`src/rtl/alert_win_pkg.sv`:
```
package alert_win_pkg;

    typedef enum logic [1:0] {
        UPD_HOLD,
        UPD_MERGE,
        UPD_CLEAR,
        UPD_RELOAD
    } upd_mode_e;

    // Chooses how the flag register evolves from the strobes of this cycle.
    // A fresh comparison outranks a clear that arrives with it.
    function automatic upd_mode_e pick_mode(input logic upd, input logic clr);
        upd_mode_e m;
        case ({upd, clr})
            2'b10:   m = UPD_MERGE;
            2'b01:   m = UPD_CLEAR;
            2'b11:   m = UPD_RELOAD;
            default: m = UPD_HOLD;
        endcase
        return m;
    endfunction

endpackage

```
`src/rtl/alert_win_cmp.sv`:
```
module alert_win_cmp #(
    parameter int unsigned RES_W = 16,
    parameter int unsigned THR_W = 12
) (
    input  logic [RES_W-1:0] res,
    input  logic [THR_W-1:0] thr_hi,
    input  logic [THR_W-1:0] thr_lo,
    output logic             over,
    output logic             under
);
    // The limit lines up with the top THR_W bits of the result.
    localparam int unsigned SH    = RES_W - THR_W;
    localparam int unsigned CMP_W = RES_W + 1;

    logic [CMP_W-1:0] res_x;
    logic [CMP_W-1:0] hi_bound;
    logic [CMP_W-1:0] lo_bound;

    // top > hi  <=>  res >= (hi+1) << SH ;  top < lo  <=>  res < lo << SH
    always_comb begin
        res_x    = {1'b0, res};
        hi_bound = (CMP_W'(thr_hi) + CMP_W'(1)) << SH;
        lo_bound = CMP_W'(thr_lo) << SH;
        over     = (res_x >= hi_bound);
        under    = (res_x <  lo_bound);
    end

endmodule

```
`src/rtl/alert_flag_bank.sv`:
```
module alert_flag_bank
    import alert_win_pkg::*;
#(
    parameter int unsigned FLAG_W = 8
) (
    input  logic              clk,
    input  logic              rst_n,
    input  logic              upd,
    input  logic              clr,
    input  logic [FLAG_W-1:0] hits,
    output logic [FLAG_W-1:0] flags
);
    typedef struct packed {
        logic [FLAG_W-1:0] flags;
    } bank_t;

    bank_t     s_d, s_q;
    upd_mode_e mode_d;

    always_comb begin
        s_d    = s_q;
        mode_d = pick_mode(upd, clr);
        case (mode_d)
            UPD_MERGE:  s_d.flags = s_q.flags | hits;
            UPD_CLEAR:  s_d.flags = '0;
            UPD_RELOAD: s_d.flags = hits;
            default:    s_d.flags = s_q.flags;
        endcase
    end

    always_ff @(posedge clk or negedge rst_n) begin
        if (!rst_n) begin
            s_q <= '0;
        end else begin
            s_q <= s_d;
        end
    end

    assign flags = s_q.flags;

endmodule

```
`src/rtl/alert_win_mon.sv`:
```
module alert_win_mon #(
    parameter int unsigned NUM_CH = 4,
    parameter int unsigned RES_W  = 16,
    parameter int unsigned THR_W  = 12
) (
    input  logic                    clk,
    input  logic                    rst_n,
    input  logic                    conv_done,
    input  logic [NUM_CH*RES_W-1:0] chan_result,
    input  logic [THR_W-1:0]        hi_limit,
    input  logic [THR_W-1:0]        lo_limit,
    input  logic                    alert_en,
    input  logic                    cs_fall,
    input  logic                    stat_rd,
    output logic [2*NUM_CH-1:0]     flag_o,
    output logic                    alert_n
);
    localparam int unsigned FLAG_W = 2 * NUM_CH;

    logic [NUM_CH-1:0] over_v;
    logic [NUM_CH-1:0] under_v;
    logic [FLAG_W-1:0] hits_d;
    logic [FLAG_W-1:0] flags_q;
    logic              clr_d;

    for (genvar ch = 0; ch < NUM_CH; ch++) begin : g_ch
        alert_win_cmp #(
            .RES_W (RES_W),
            .THR_W (THR_W)
        ) u_cmp (
            .res    (chan_result[ch*RES_W +: RES_W]),
            .thr_hi (hi_limit),
            .thr_lo (lo_limit),
            .over   (over_v[ch]),
            .under  (under_v[ch])
        );
    end

    always_comb begin
        hits_d  = {under_v, over_v};
        clr_d   = stat_rd | cs_fall;
        alert_n = ~(alert_en & (|flags_q));
    end

    alert_flag_bank #(
        .FLAG_W (FLAG_W)
    ) u_bank (
        .clk   (clk),
        .rst_n (rst_n),
        .upd   (conv_done),
        .clr   (clr_d),
        .hits  (hits_d),
        .flags (flags_q)
    );

    assign flag_o = flags_q;

endmodule

```
`config.mk`:
```
export PLATFORM = sky130hd
export DESIGN_NAME = alert_win_mon
export DESIGN_NICKNAME = d
export VERILOG_FILES = /design/src/rtl/alert_win_pkg.sv /design/src/rtl/alert_win_cmp.sv /design/src/rtl/alert_flag_bank.sv /design/src/rtl/alert_win_mon.sv
export SDC_FILE = /design/constraint.sdc
export NUM_CORES = 1
export LEC_CHECK = 0
export BUFFER_PORTS_ARGS = -buffer_cell sky130_fd_sc_hd__buf_2
export CAP_MARGIN = 10
export CORE_MARGIN = 4
export CORE_UTILIZATION = 45
export CTS_CLUSTER_SIZE = 40
export DETAILED_ROUTE_END_ITERATION = 6
export MAX_ROUTING_LAYER = met4
export PLACE_DENSITY = 0.84
export SYNTH_ARGS = -nofsm -noshare
export SYNTH_HDL_FRONTEND = slang
export SYNTH_SLANG_ARGS = --single-unit
```
`constraint.sdc`:
```
create_clock -name clk -period 1 [get_ports clk]
set_input_delay 0.05 -clock clk [delete_from_list [all_inputs] [get_ports clk]]
set_output_delay 0.05 -clock clk [all_outputs]
set_load 0.1 [all_outputs]
```
== Word level (Yosys, flattened, before mapping) ==
Cells that the tools add are included.
Storage, ports and cells
  output and inout bits: 9
  register bits after elaboration: 8
  input bits: 94
Cells by class
  muxes and demuxes: 2
  bitwise operators: 4
  $add $sub $neg: 1
  magnitude comparators: 8
  equality and inequality tests: 6
  reductions and logical operators: 2
Operator list (count)
  16-bit by 17-bit >= comparator with 1-bit output: 4
  16-bit < comparator: 4
  8-bit one-hot mux with 3 select lines: 1
  12-bit by 1-bit adder with 13-bit output (second input constant): 1
  2-bit equality test (second input constant): 4
  8-bit bitwise OR: 1
  8-bit OR reduction: 1
  2-bit one-hot mux with 3 select lines: 1
  2-bit by 1-bit equality test with 1-bit output (second input constant): 2
  3-bit nonzero test: 1
  1-bit bitwise AND: 1
  1-bit NOT: 1
  1-bit bitwise OR: 1

== Longest topological paths before layout ==
Gate-level depths: netlist (run 1).
  word-level depth: 5
  depth in mapped cells: 11
  depth with buffers taken out: 11

== Modules after synthesis ==
A second synthesis (run 1) with hierarchy kept.
Unflattened totals
  cell total of the unflattened synthesis: 437
  area, all modules: 3505.9 um^2
By module, submodules not included
  alert_win_cmp: area an instance 792.0 um^2, instances 4, cells each 100
  alert_flag_bank: area an instance 311.5 um^2, instances 1, cells each 33
  alert_win_mon: area an instance 26.3 um^2, instances 1, cells each 4

== Worst setup path after synthesis (run 1) ==
Ideal clock, no wire load.
  path type: flip-flop to output port
  from: register u_bank.s_q, in the netlist u_bank.flags[1]
  to: output port alert_n
  stages on the path, launching flop included: 3
  arrival time: 3487 ps
  path buffers: 0
  setup slack: -2537 ps
  cells stage by stage: dfrtp_1 -> or4_1 -> o21ai_0
Between the ends
  longest elaborated chain between the ends: 3
RTL lines
  start, declared: RTL line alert_flag_bank.sv:17  | bank_t s_d, s_q;
  start signal, assigned: RTL line alert_flag_bank.sv:33  | s_q <= '0;
  start signal, assigned: RTL line alert_flag_bank.sv:35  | s_q <= s_d;
  8-bit OR reduction: RTL line alert_win_mon.sv:42  | alert_n = ~(alert_en & (|flags_q));
  1-bit bitwise AND: RTL line alert_win_mon.sv:42
  1-bit NOT: RTL line alert_win_mon.sv:42
  end, declared: RTL line alert_win_mon.sv:16  | output logic alert_n
No other way between the ends.

== Final worst setup path (run 1) ==
  from: input port hi_limit[1]
  to: register u_bank.s_q, in the netlist u_bank.flags[0]
Between the ends
  longest elaborated chain between the ends: 4
RTL lines
  start, declared: RTL line alert_win_mon.sv:10  | input logic [THR_W-1:0] hi_limit,
  12-bit by 1-bit adder with 13-bit output *: RTL line alert_win_cmp.sv:22  | hi_bound = (CMP_W'(thr_hi) + CMP_W'(1)) << SH;
  16-bit by 17-bit >= comparator with 1-bit output *: RTL line alert_win_cmp.sv:24  | over = (res_x >= hi_bound);
  8-bit bitwise OR: RTL line alert_flag_bank.sv:24  | UPD_MERGE: s_d.flags = s_q.flags | hits;
  8-bit one-hot mux with 3 select lines *: RTL line alert_flag_bank.sv:23  | case (mode_d)
Every way passes the cells marked *; elsewhere a longest branch is shown, timed or not.
A chain may end at the register's enable or synchronous reset.

==> impl_results.md, run 1 <==
- Path depth of the worst reg2reg path: 4
- CTS tree: built
- Die area: 6880 µm²
- DRC Markers: 2
- Wire length per cell: 26.5 µm
- First-pass GRT wire length: 18500 µm
- Post-route minimum period: 2250 ps
- Netlist cell types: 40
- CP Capture Type: flop
- Starting Density: 46.2%
- Min-Delay Path Class: in -> reg
- Worst path most repeated cell: maj3_2
- Synth area leader: ha_1
- RSZ-0062 raised after global routing: yes
- Layout cells sized above 1: 60.6%
- Leading post-synthesis cells by cell area: ha_1 (41%), dfrtp_1 (7.9%), maj3_2 (3.6%)
- Clock Tree Buf Depth: 2
- Worst r2r src: u_bank.flags[0]
- EDFF count, synth: 0
- Reg clk slew, reported paths: 50 ps
- Asr flop ratio synth: 100%
- Detail Placement HPWL: 8190 µm
- Overall power: 3900 µW
- Max incr delay on CP: 320 ps
- Syn Std Cell Area: 2530 µm²
- WHS Path Cells: 3
- Critical Path RT: 1120 ps
- GRT Total Usage: 34.1%
- Max Slew Vio Count: 0
- Gp weighted congestion: 0.858
- Critical path's slowest cell: maj3_2
- Vias in the first global route: 3830
- Multi-input logic area: 2860 µm²
- FMAX: 444 MHz
- Least-Margin Pin Slew: 772 ps
- Share of the synthesized area in the top cell type: 40.6%
- Min-delay src: chan_result[43]
- Cell count after synthesis: 285
- Crit-path max FO: 3
- Synth warnings: 0
- Final Skew: 0 ps
- Top-count cell post-synth: ha_1
- Flops & latches, synth: 8
- FF-to-FF setup slack: -350 ps
- # port buffers: 102
- Final Hold Viols: 0
- Largest net degree at the start of global routing: 9
- Final nets: 669
- Crit path launch type: primary input
- CP cell instances: buf_8, ha_4, xnor2_2, ha_1, nand4_1, o21bai_1, a211o_1, maj3_2, maj3_2, a221oi_2, o21ai_1
- Routed Antenna Nets: 0
- Sequential fraction of the synthesis area: 7.92%
- Beginning of the critical path: hi_limit[1]
- Final setup violating endpoints: 15
- Setup tns final: -7050 ps
- Max-cap violation count: 0
- Total grt overflow: 0
- Antenna violations before repair: 0
- Primary FF master, synth: dfrtp_1
- H-tree Lvls: 1
- # diodes: 0
- Violated checks: design-rule violations, negative setup slack
- DRT iter0 DRCs: 411
- Power per cell area: 810 nW/µm²
- Most frequent cells after synthesis: ha_1 (82), inv_1 (23), a21oi_1 (17)
- Storage cell area: 201 µm²
- Die Span Y: 82.9 µm
- Routed vias: 3851
- CTS buffer count: 3
- Final worst setup slack: -1250 ps
- Row cnt: 27
- Boundary pin count: 103
- Syn_area_per_cell: 8.86 µm²
- Drt first pass iters: 7
- CP arrival: 2370 ps
- VDD IR max: 720 µV
- Clk_lat worst skew: 250 ps
- Vias/cell: 6.83
- Setup Crit Path Kind: in -> reg
- Static Leak: 0.00230 µW
- Die Wd: 82.9 µm
- Clk sinks: 8
- Status: finished with violations
- Largest register FFs: 8
- Fill count: 240
- Post-synth net total: 461
- Clk root buf: clkbuf_8
- Core ar.: 5470 µm²
- Rel. slew slack: 48.3%
- Area growth from synthesis to layout: 90.5%
- Final period util: 225%
- Detailed Route WL: 14900 µm
-- worst max-delay path: cells and delay by family --
family                     cells  cell delay [ps]
AOI/OAI and AO/OA              4              780
adders and majority gates      4             1080
xor gates and xnor gates       1              200
buffers and inverters          1              100
and+or+nand+nor                1              160
-- logic make-up (layout without fill, tap and decap cells) --
family,Yosys count,after routing,synth area share [%]
AOI/OAI and AO/OA,83,83,22.1
buffers and inverters,23,230,3.42
DFF,8,8,7.92
and+or+nand+nor,61,61,13.5
xor gates and xnor gates,18,18,8.02
adders and majority gates,92,92,45.0
-- cell type report --
| class | instances | share of cell area (%) |
|---|---|---|
| clock buffer | 4 | 0.936 |
| inverter | 23 | 2.03 |
| multi-input combinational | 254 | 59.5 |
| timing repair buffer | 203 | 31.5 |
| sequential | 8 | 4.19 |
| tap | 72 | 1.87 |
-- path summary, 6_finish.rpt --
| kind | to |
|---|---|
| setup reg to reg | u_bank.flags[0] |
| setup / recovery | u_bank.flags[0] |
| hold reg to reg | u_bank.flags[6] |
| max in group asynchronous | u_bank.flags[7] |
| min in group asynchronous | u_bank.flags[3] |
| hold / removal | u_bank.flags[2] |
-- placed cells by master (no fill, tap or decap), drive strengths merged, types with 4 or more instances in the layout --
master and instances:
nand2 10, a21o 7, a22oi 4, nand3 5, inv 21, buf 202, nand4 10, a21oi 17
a2111oi 9, o21ai 20, xor2 11, xnor2 7, clkbuf 4, ha 82, o211ai 5, dfrtp 8
and3 7, nor2 13, o21a 6, maj3 10, nor4 5
-- metal layers --
metal	GRT usage (%)	vias to the layer above	wire length, µm
met1	36.9	1791	5060
met2	57.4	375	6680
met5	-	-	0
met4	21.5	0	1580
met3	6.15	165	1620
li1	-	1520	-
-- report_power, final --
part           switching (µW)  internal [µW]  total, µW
logic                    1600           1410       3010
registers                44.9            366        411
clock network             194            282        477
total                    1840           2060       3900
-- per-stage QoR --
stage | area [µm²] | hold slack, ps | worst slack [ps] | utilization (%) | cells
floorplan | 2720 | -246 | -1200 | - | 285
global placement | 4080 | -89.2 | -1370 | 74.6 | 542
detailed placement | 4080 | -78.0 | -1480 | 74.6 | 542
CTS | 4510 | 204 | -1130 | 82.4 | 558
global route | 4810 | 287 | -1350 | 87.9 | 564
finish | 4810 | 252 | -1250 | 87.9 | 564
-- repair_timing --
action,CTS,global route
pin swaps,42,34
hold endpoints to repair,8,0
hold buffers,1,0
buffers inserted,11,11
resized for setup,56,55
endpoints found under the setup margin,10,15
(Power assumes the default switching activity.)
==> inputs of run 2 (changes only) <==
--- a/config.mk
+++ b/config.mk
@@ -9,10 +9,12 @@
 export CAP_MARGIN = 10
 export CORE_MARGIN = 4
 export CORE_UTILIZATION = 45
+export CTS_BUF_LIST = sky130_fd_sc_hd__clkbuf_4 sky130_fd_sc_hd__clkbuf_8
+export CTS_CLUSTER_DIAMETER = 80
 export CTS_CLUSTER_SIZE = 40
 export DETAILED_ROUTE_END_ITERATION = 6
 export MAX_ROUTING_LAYER = met4
-export PLACE_DENSITY = 0.84
+export PLACE_DENSITY = 0.81
 export SYNTH_ARGS = -nofsm -noshare
 export SYNTH_HDL_FRONTEND = slang
 export SYNTH_SLANG_ARGS = --single-unit
==> constraint.sdc (replaced) <==
create_clock -name clk -period 2.1 [get_ports clk]
set_input_delay 0.105 -clock clk [delete_from_list [all_inputs] [get_ports clk]]
set_output_delay 0.105 -clock clk [all_outputs]
set_load 0.1 [all_outputs]
==> impl_results.md, run 2 (synthesized netlist as in run 1, its figures left out) <==
- Violated checks: negative setup slack
- Crit-path max FO: 4
- Final worst setup slack: -227 ps
- Core ar.: 5470 µm²
- Vias in the first global route: 2926
- Routed vias: 2825
- Clock Tree Buf Depth: 2
- First-pass GRT wire length: 13000 µm
- Die Span Y: 82.9 µm
- Most frequent cells in the layout: buf_2 (98), ha_1 (78), buf_4 (34)
- Rel. slew slack: 67.7%
- Antenna violations before repair: 0
- Clk sinks: 8
- Final nets: 602
- Gp weighted congestion: 0.833
- Detailed Route WL: 8320 µm
- Critical Path RT: 2220 ps
- Drt first pass iters: 5
- RSZ-0062 raised after global routing: yes
- Clk root buf: clkbuf_8
- VDD IR max: 307 µV
- Layout cells sized above 1: 41.3%
- Min-delay src: chan_result[27]
- Dpl ws: -453 ps
- Die area: 6880 µm²
- DRT iter0 DRCs: 125
- Crit path launch type: primary input
- Setup Crit Path Kind: in -> reg
- Total grt overflow: 0
- Static Leak: 0.00188 µW
- CTS buffer count: 3
- Routed Antenna Nets: 0
- Inst Count DP: 485
- Wire length per cell: 16.8 µm
- # port buffers: 102
- Row cnt: 27
- DRC Markers: 0
- Worst r2r src: u_bank.flags[0]
- GRT Total Usage: 23.3%
- Post-route minimum period: 2330 ps
- Die Wd: 82.9 µm
- Vias/cell: 5.70
- Boundary pin count: 103
- Least-Margin Pin Slew: 472 ps
- Detail Placement HPWL: 6760 µm
- CP arrival: 2440 ps
- Layout Cells excl Fill: 496
- FMAX: 430 MHz
- FF-to-FF setup slack: 930 ps
- Max-cap violation count: 0
- Final setup violating endpoints: 1
- Area growth from synthesis to layout: 44.6%
- Max Slew Vio Count: 0
- Worst Hold Path EP: u_bank.flags[1]
- Critical path's slowest cell: maj3_2
- Final period util: 111%
- Reg clk slew, reported paths: 50 ps
- CP Capture Type: flop
- Final Skew: 0 ps
- Commonest non-fill, non-tap cell in the layout: buf_2
- Min-Delay Path Class: in -> reg
- Fill count: 458
- Path depth of the worst reg2reg path: 3
- Clk_lat worst skew: 240 ps
- # diodes: 0
- Largest register FFs: 8
- H-tree Lvls: 1
- Status: finished with violations
- Max incr delay on CP: 310 ps
- Largest net degree at the start of global routing: 10
- RR Endpoint: u_bank.flags[0]
- WHS Path Cells: 3
- Final Hold Viols: 0
- Starting Density: 46.2%
- Power per cell area: 352 nW/µm²
- CP cell instances: buf_8, ha_4, nand3_4, xor2_4, ha_4, nand4_1, o21bai_1, a211o_1, maj3_2, maj3_2, a221oi_2, o21ai_1
- CTS tree: built
run 2: cell types whose count changed in the layout (fill, tap and decap cells not counted), moves of 9 or more:
| cell | previous run | this run |
|---|---|---|
| buf_4 | 83 | 34 |
| buf_6 | 21 | 1 |
| ha_1 | 60 | 78 |
| ha_4 | 19 | 3 |
| buf_2 | 87 | 98 |
| buf_12 | 9 | 0 |
run 2: layer usage:
layer  track usage [%]  vias up  share of wire, %
met4              8.47        0               2.2
li1                  -     1393                 -
met1              25.0     1278                40
met5                 -        -                 0
met2              43.4      131                52
met3              2.98       23               6.3
run 2: worst max path at each step:
stage / start / cells after the start / end
2_1_floorplan: hi_limit[0] / 11 / u_bank.flags[0]
3_3_place_gp: hi_limit[0] / 12 / u_bank.flags[0]
3_5_place_dp: hi_limit[0] / 12 / u_bank.flags[0]
4_1_cts: hi_limit[1] / 12 / u_bank.flags[0]
5_1_grt: hi_limit[0] / 12 / u_bank.flags[0]
6_report: hi_limit[0] / 12 / u_bank.flags[0]
run 2: final cells by class:
| class | count | area (µm²) | area share [%] |
|---|---|---|---|
| repair buffers | 136 | 797 | 21.8 |
| well taps | 72 | 90.1 | 2.47 |
| flip-flops and latches | 8 | 200 | 5.48 |
| clock buffers | 3 | 41.3 | 1.13 |
| multi-input cells | 254 | 2440 | 66.7 |
| inverters | 23 | 86.3 | 2.36 |
run 2: where the power goes:
group / total (µW) / leakage, µW / switching, µW / internal [µW]
sequential: 192 / 0.0000998 / 18.1 / 174
combinational: 893 / 0.00176 / 518 / 375
clock: 201 / 0.0000216 / 75.1 / 126
run 2: stage by stage:
step           hold slack, ps  utilization (%)  power, µW  area, µm²  TNS, ps
2_1_floorplan            -191                -        697       2580     -170
3_3_place_gp            -36.4             61.7        966       3380    -1050
3_5_place_dp            -29.7             61.7        997       3380    -1320
4_1_cts                   224             64.4       1230       3520     -115
5_1_grt                   247             66.8       1380       3650     -443
6_report                  220             66.8       1290       3650     -227
run 2: worst max-delay path: cells and delay by family:
kind / cells / cell delay, ps
adders and majority gates: 4 / 1030
AOI/OAI and AO/OA: 4 / 780
and+or+nand+nor: 2 / 220
buffers and inverters: 1 / 100
xor gates and xnor gates: 1 / 210
run 2: timing repair:
action	4_1_cts	5_1_grt
buffers inserted	6	1
pin swaps	13	7
hold buffers	1	0
endpoints found under the setup margin	3	4
resized for setup	13	20
endpoints found under the hold margin	8	0
